**src/rtl/bsl_pkg.sv**
```systemverilog
package bsl_pkg;

  typedef struct packed {
    logic ack32_n;
    logic ack16_n;
    logic io16_n;
  } claim_lines_t;

  function automatic logic win_hit(input logic [31:0] addr,
                                   input logic [31:0] base,
                                   input int unsigned low_bits);
    logic [31:0] diff;
    diff = (addr ^ base) >> low_bits;
    return diff == 32'd0;
  endfunction

  function automatic claim_lines_t claim_lines(input logic ack,
                                               input bit wide32,
                                               input bit legacy,
                                               input bit is_mem);
    claim_lines_t c;
    c.ack32_n = !(ack && wide32);
    c.ack16_n = !(ack && !wide32);
    c.io16_n  = !(ack && legacy && !is_mem);
    return c;
  endfunction

endpackage

```
**src/rtl/bsl_decode.sv**
```systemverilog
module bsl_decode #(
  parameter logic [31:0] BASE_ADDR = 32'h0000_0300,
  parameter int unsigned WIN_BITS  = 4,
  parameter bit          IS_MEM    = 1'b0
) (
  input  logic [31:0] la,
  input  logic        mem_io,
  input  logic        aen,
  output logic        hit
);
  import bsl_pkg::*;

  logic in_win;
  logic space_ok;

  assign in_win = win_hit(la, BASE_ADDR, WIN_BITS);

  generate
    if (IS_MEM) begin : g_mem
      logic unused_aen;
      assign unused_aen = aen;
      assign space_ok   = mem_io;
    end else begin : g_io
      assign space_ok = !mem_io && !aen;
    end
  endgenerate

  assign hit = in_win && space_ok;
endmodule

```
**src/rtl/bsl_waitgen.sv**
```systemverilog
module bsl_waitgen #(
  parameter int unsigned WAIT_W = 3
) (
  input  logic              clk,
  input  logic              rst_n,
  input  logic              load,
  input  logic [WAIT_W-1:0] load_val,
  input  logic              run,
  output logic              busy
);
  logic [WAIT_W-1:0] cnt_q;

  always_ff @(posedge clk or negedge rst_n) begin
    if (!rst_n)               cnt_q <= '0;
    else if (load)            cnt_q <= load_val;
    else if (run && busy)     cnt_q <= cnt_q - 1'b1;
  end

  assign busy = (cnt_q != '0);
endmodule

```
**src/rtl/bsl_regfile.sv**
```systemverilog
module bsl_regfile #(
  parameter int unsigned NUM_REGS = 4,
  parameter int unsigned IDXW     = 2
) (
  input  logic            clk,
  input  logic            rst_n,
  input  logic            wr_en,
  input  logic [IDXW-1:0] idx,
  input  logic [3:0]      be_n,
  input  logic [31:0]     wdata,
  output logic [31:0]     rdata
);
  logic [NUM_REGS*32-1:0] flat;

  generate
    for (genvar r = 0; r < NUM_REGS; r++) begin : g_reg
      for (genvar b = 0; b < 4; b++) begin : g_lane
        logic [7:0] lane_q;
        always_ff @(posedge clk or negedge rst_n) begin
          if (!rst_n)
            lane_q <= '0;
          else if (wr_en && (idx == IDXW'(r)) && !be_n[b])
            lane_q <= wdata[b*8 +: 8];
        end
        assign flat[(r*4+b)*8 +: 8] = lane_q;
      end
    end
  endgenerate

  assign rdata = flat[idx*32 +: 32];
endmodule

```
**src/rtl/exp_bus_slave.sv**
```systemverilog
module exp_bus_slave #(
  parameter logic [31:0] BASE_ADDR   = 32'h0000_0300,
  parameter int unsigned NUM_REGS    = 4,
  parameter bit          IS_MEM      = 1'b0,
  parameter bit          WIDE32      = 1'b1,
  parameter bit          LEGACY_IO16 = 1'b1,
  parameter int unsigned WAIT_W      = 3
) (
  input  logic              clk,
  input  logic              rst_n,
  input  logic              start_n,
  input  logic              cmd_n,
  input  logic [31:0]       la,
  input  logic              mem_io,
  input  logic              wr_rd,
  input  logic [3:0]        be_n,
  input  logic              aen,
  input  logic [31:0]       wr_data,
  input  logic [WAIT_W-1:0] wait_cnt,
  output logic              ack32_n,
  output logic              ack16_n,
  output logic              io16_n,
  output logic              rdy_pull,
  output logic              rd_oe,
  output logic [31:0]       rd_data
);
  import bsl_pkg::*;

  localparam int unsigned IDXW     = (NUM_REGS > 1) ? $clog2(NUM_REGS) : 1;
  localparam int unsigned WIN_BITS = IDXW + 2;

  logic            hit;
  logic            claim_q;
  logic [IDXW-1:0] idx_q;
  logic [3:0]      be_q;
  logic            wr_q;
  logic            busy;
  logic [31:0]     reg_rd;
  claim_lines_t    lines;

  // named internal events
  logic evt_latch;
  logic evt_cmd;
  logic evt_final;
  logic ack;

  bsl_decode #(
    .BASE_ADDR (BASE_ADDR),
    .WIN_BITS  (WIN_BITS),
    .IS_MEM    (IS_MEM)
  ) u_dec (
    .la     (la),
    .mem_io (mem_io),
    .aen    (aen),
    .hit    (hit)
  );

  assign evt_latch = !start_n;
  assign evt_cmd   = claim_q && !cmd_n;
  assign evt_final = evt_cmd && !busy;
  assign ack       = (evt_latch && hit) || claim_q;

  always_ff @(posedge clk or negedge rst_n) begin
    if (!rst_n) begin
      claim_q <= 1'b0;
      idx_q   <= '0;
      be_q    <= 4'hF;
      wr_q    <= 1'b0;
    end else if (evt_latch) begin
      claim_q <= hit;
      idx_q   <= la[2 +: IDXW];
      be_q    <= be_n;
      wr_q    <= wr_rd;
    end else if (evt_final) begin
      claim_q <= 1'b0;
    end
  end

  bsl_waitgen #(.WAIT_W(WAIT_W)) u_wait (
    .clk      (clk),
    .rst_n    (rst_n),
    .load     (evt_latch && hit),
    .load_val (wait_cnt),
    .run      (evt_cmd),
    .busy     (busy)
  );

  bsl_regfile #(.NUM_REGS(NUM_REGS), .IDXW(IDXW)) u_regs (
    .clk   (clk),
    .rst_n (rst_n),
    .wr_en (evt_final && wr_q),
    .idx   (idx_q),
    .be_n  (be_q),
    .wdata (wr_data),
    .rdata (reg_rd)
  );

  assign lines    = claim_lines(ack, WIDE32, LEGACY_IO16, IS_MEM);
  assign ack32_n  = lines.ack32_n;
  assign ack16_n  = lines.ack16_n;
  assign io16_n   = lines.io16_n;
  assign rdy_pull = evt_cmd && busy;
  assign rd_oe    = evt_cmd && !wr_q;
  assign rd_data  = rd_oe ? reg_rd : 32'd0;
endmodule

```
**config.mk**
```make
export PLATFORM = sky130hd
export DESIGN_NAME = exp_bus_slave
export DESIGN_NICKNAME = d
export VERILOG_FILES = /design/src/rtl/bsl_pkg.sv /design/src/rtl/bsl_decode.sv /design/src/rtl/bsl_waitgen.sv /design/src/rtl/bsl_regfile.sv /design/src/rtl/exp_bus_slave.sv
export SDC_FILE = /design/constraint.sdc
export NUM_CORES = 1
export LEC_CHECK = 0
export ABC_AREA = 1
export CAP_MARGIN = 5
export CELL_PAD_IN_SITES_DETAIL_PLACEMENT = 0
export CELL_PAD_IN_SITES_GLOBAL_PLACEMENT = 1
export CORE_MARGIN = 2
export CORE_UTILIZATION = 48
export DETAILED_ROUTE_END_ITERATION = 6
export DONT_BUFFER_PORTS = 1
export GPL_TIMING_DRIVEN = 0
export PLACE_DENSITY_LB_ADDON = 0.15
export SYNTH_ARGS = -nofsm -noshare
export SYNTH_HDL_FRONTEND = slang
export SYNTH_SLANG_ARGS = --single-unit
```
**constraint.sdc**
```tcl
create_clock -name clk -period 2.4 [get_ports clk]
set_input_delay 0.12 -clock clk [delete_from_list [all_inputs] [get_ports clk]]
set_output_delay 0.12 -clock clk [all_outputs]
set_load 0.005 [all_outputs]
```
==> impl_metrics.toml <==
[floorplanning]
rows = 41
fp.dieW_um = 118
coreArea_mm2 = 0.0127
dieArea_mm2 = 0.0139
start_util = 0.493
io-pin-count = 115
die_y_um = 118

[sta]
rsz0062_at_grt = "no"
slew_violations = 0
setup_violations = 0
hold_viol = 139
hold_slack_ns = -0.606
min_period_ns = 2.30
fin_worst_skew_ns = 0.00675
fmax_ghz = 0.435
worst_pin_slew_ns = 0.582
fin_setup_tns_ns = 0
max_slew_margin = 0.612
fin_crit_sh = 0.957

[outcome]
violations = "hold timing"
status = "finished with violations"

[layout]
drive_gt1_frac = 0.0987
final_cells = 923
nets = 817
syn_to_final_growth_pct = 20.1
fill_cells = 1124
multi_input_area_mm2 = 0.00233
seqCellArea_mm2 = 0.00348
finish.utilization = 0.592

[yosys]
ys_types = 24
syn-num-nets = 751
ys_seq_area_frac = 0.558
synthesis.area_mm2 = 0.00624
synth-edff-count = 0
synth_area_per_cell_um2 = 9.30
yosys_warnings = 0
ys_ff_latch = 139
synthCells = 671
synth_ff_type = "dfrtp_1"
async_reset_ff_frac = 1.00

[global_routing]
grt_pass1_vias = 5231
grt_pass1_wl_mm = 26.4
antenna_found_initial = 1
grt_start_max_net_pins = 140
grt_use_total = 0.242
overflow = 0

[placement]
dp_hpwl_mm = 10.2
port_buffers = 0
gp_congestion = 0.824
post-place-cells = 843

[critical_path]
worstPathMaxFanout = 10
end_kind = "primary output"
worst_setup_path_start_kind = "register"
worstPathRequired_ns = 2.28
critPathArrivalTime_ns = 2.18
crit_type = "register to primary output"

[clock_network]
clockRootBuffer = "clkbuf_16"
cts_tree = "built"
numCtsBuffers = 17
clk_transition_reported_paths_ns = 0.06
clockBufferDepth = 2
htree_levels = 4
ctsHoldBuffers = 47
clock-sinks = 139
insertion_delay_ns = 0.42

[routing]
drtIter0Drc = 369
dr.pass1.iters = 5
wl_per_cell_um = 17.4
drt-total-wl_mm = 16.0
ant_nets = 0
drc = 0
vias = 5069
viasPerCell = 5.49

[power]
leakagePower_nw = 3.24
ir_drop_mv = 0.620
p_total_mw = 5.09
p_per_area_mw_per_mm2 = 679

[job]
drv_cap = 0

[hold_path]
hold_path.class = "input port to async pin"
==> metal layers <==
| layer | vias to the layer above | GRT usage | part of all wire |
|---|---|---|---|
| li1 | 2414 | - | - |
| met1 | 2462 | 0.304 | 0.43 |
| met4 | 0 | 0.0745 | 0.015 |
| met2 | 167 | 0.404 | 0.49 |
| met5 | - | 0 | 0 |
| met3 | 26 | 0.0707 | 0.064 |
==> cell type report <==
type | count | area share
well taps | 172 | 0.0287
clock buffers | 32 | 0.0736
multi-input cells | 444 | 0.310
inverters | 53 | 0.0265
diodes | 1 | 0.000334
repair buffers | 47 | 0.0627
plain buffers | 35 | 0.0335
flip-flops and latches | 139 | 0.464
==> registers in the layout, indices dropped and copies added (netlist names) <==
| signal | flops |
|---|---|
| claim_q | 1 |
| u_regs.g.g_lane.lane_q | 128 |
| idx_q | 2 |
| u_wait.cnt_q | 3 |
| wr_q | 1 |
| be_q | 4 |
==> cell families (layout without fill, tap and decap cells) <==
| group | after synthesis | count (layout) | synth area share |
|---|---|---|---|
| and+or+nand+nor | 204 | 204 | 0.151 |
| xor gates and xnor gates | 2 | 2 | 0.00281 |
| DFF | 139 | 139 | 0.558 |
| buffers and inverters | 88 | 167 | 0.0700 |
| adders and majority gates | 2 | 2 | 0.00401 |
| other | 1 | 2 | 0.000601 |
| AOI/OAI and AO/OA | 235 | 235 | 0.214 |
==> timing repair <==
action | in CTS | in global routing
endpoints found under the hold margin | 278 | 139
resized for setup | 3 | 18
setup endpoints to repair | 22 | 17
buffers inserted | 0 | 0
gates cloned | 0 | 0
pin swaps | 0 | 0
==> power by group <==
group	switching, mW	internal [mW]	total [mW]
Clock	0.915	1.52	2.43
Sequential	0.0154	2.38	2.39
Combinational	0.176	0.0948	0.271
==> path summary, 6_finish.rpt <==
kind / startpoint / slack, ns / end / cells past startpoint
worst max-delay path: claim_q$_DFFE_PN0P_ / 0.10 / rd_data[3] / 7
worst min-delay path: rst_n / -0.61 / u_regs.g_reg[2].g_lane[0].lane_q[5]$_DFFE_PN0P_ / 0
worst max register to register: u_wait.cnt_q[0]$_DFFE_PN0P_ / 0.15 / u_regs.g_reg[0].g_lane[0].lane_q[1]$_DFFE_PN0P_ / 7
worst min register to register: u_regs.g_reg[1].g_lane[0].lane_q[2]$_DFFE_PN0P_ / 0.48 / u_regs.g_reg[1].g_lane[0].lane_q[2]$_DFFE_PN0P_ / 2
max in group asynchronous: rst_n / 2.69 / be_q[1]$_DFFE_PN1N_ / 0
min in group clk: cmd_n / 0.07 / u_wait.cnt_q[2]$_DFFE_PN0P_ / 4
==> placed cells by master, fill, tap and decap left out <==
cell / Yosys / layout
nand3_4: 10 / 10
buf_6: 10 / 10
nor3_4: 1 / 1
nand2_1: 159 / 159
buf_4: 2 / 2
nand3_1: 9 / 9
nor2_2: 1 / 1
buf_1: 0 / 1
nor2_4: 1 / 1
clkbuf_16: 0 / 17
a21oi_2: 0 / 1
a21oi_1: 32 / 31
clkinv_1: 1 / 1
clkbuf_2: 0 / 11
a22oi_1: 64 / 64
buf_12: 1 / 1
dfrtp_1: 135 / 135
clkbuf_1: 16 / 12
conb_1: 1 / 1
dfstp_2: 4 / 4
nor2_1: 22 / 22
diode_2: 0 / 1
dlygate4sd3_1: 0 / 47
inv_2: 1 / 1
or2_2: 1 / 1
o21ai_0: 139 / 139
inv_1: 51 / 51
ha_1: 2 / 2
clkbuf_8: 0 / 7
xor2_1: 2 / 2
buf_2: 6 / 6
==> synth_stat cells (6+ instances only) <==
library cell / instances / share of area
nor2_1: 22 / 0.013
nand3_4: 10 / 0.028
buf_2: 6 / 0.0048
a21oi_1: 32 / 0.026
buf_6: 10 / 0.018
a22oi_1: 64 / 0.077
nand3_1: 9 / 0.0072
dfrtp_1: 135 / 0.54
inv_1: 51 / 0.031
nand2_1: 159 / 0.096
clkbuf_1: 16 / 0.0096
o21ai_0: 139 / 0.11
==> through the flow <==
stage	area, um^2	setup slack [ns]	hold slack, ns
3_3_place_gp	6460	0.308	-0.172
5_1_grt	7500	0.0199	-0.632
4_1_cts	7480	0.0545	-0.619
6_report	7500	0.102	-0.606
3_5_place_dp	6460	0.247	-0.172
2_1_floorplan	6240	0.745	-0.176
==> critical path: stages (launching register included) <==
cell      delay, ns
dfrtp_1        0.36
inv_1          0.06
nor2_1         0.12
inv_1          0.10
nor2_1         0.28
inv_1          0.21
clkbuf_1       0.31
a21oi_1        0.30
(Power assumes the default switching activity.)
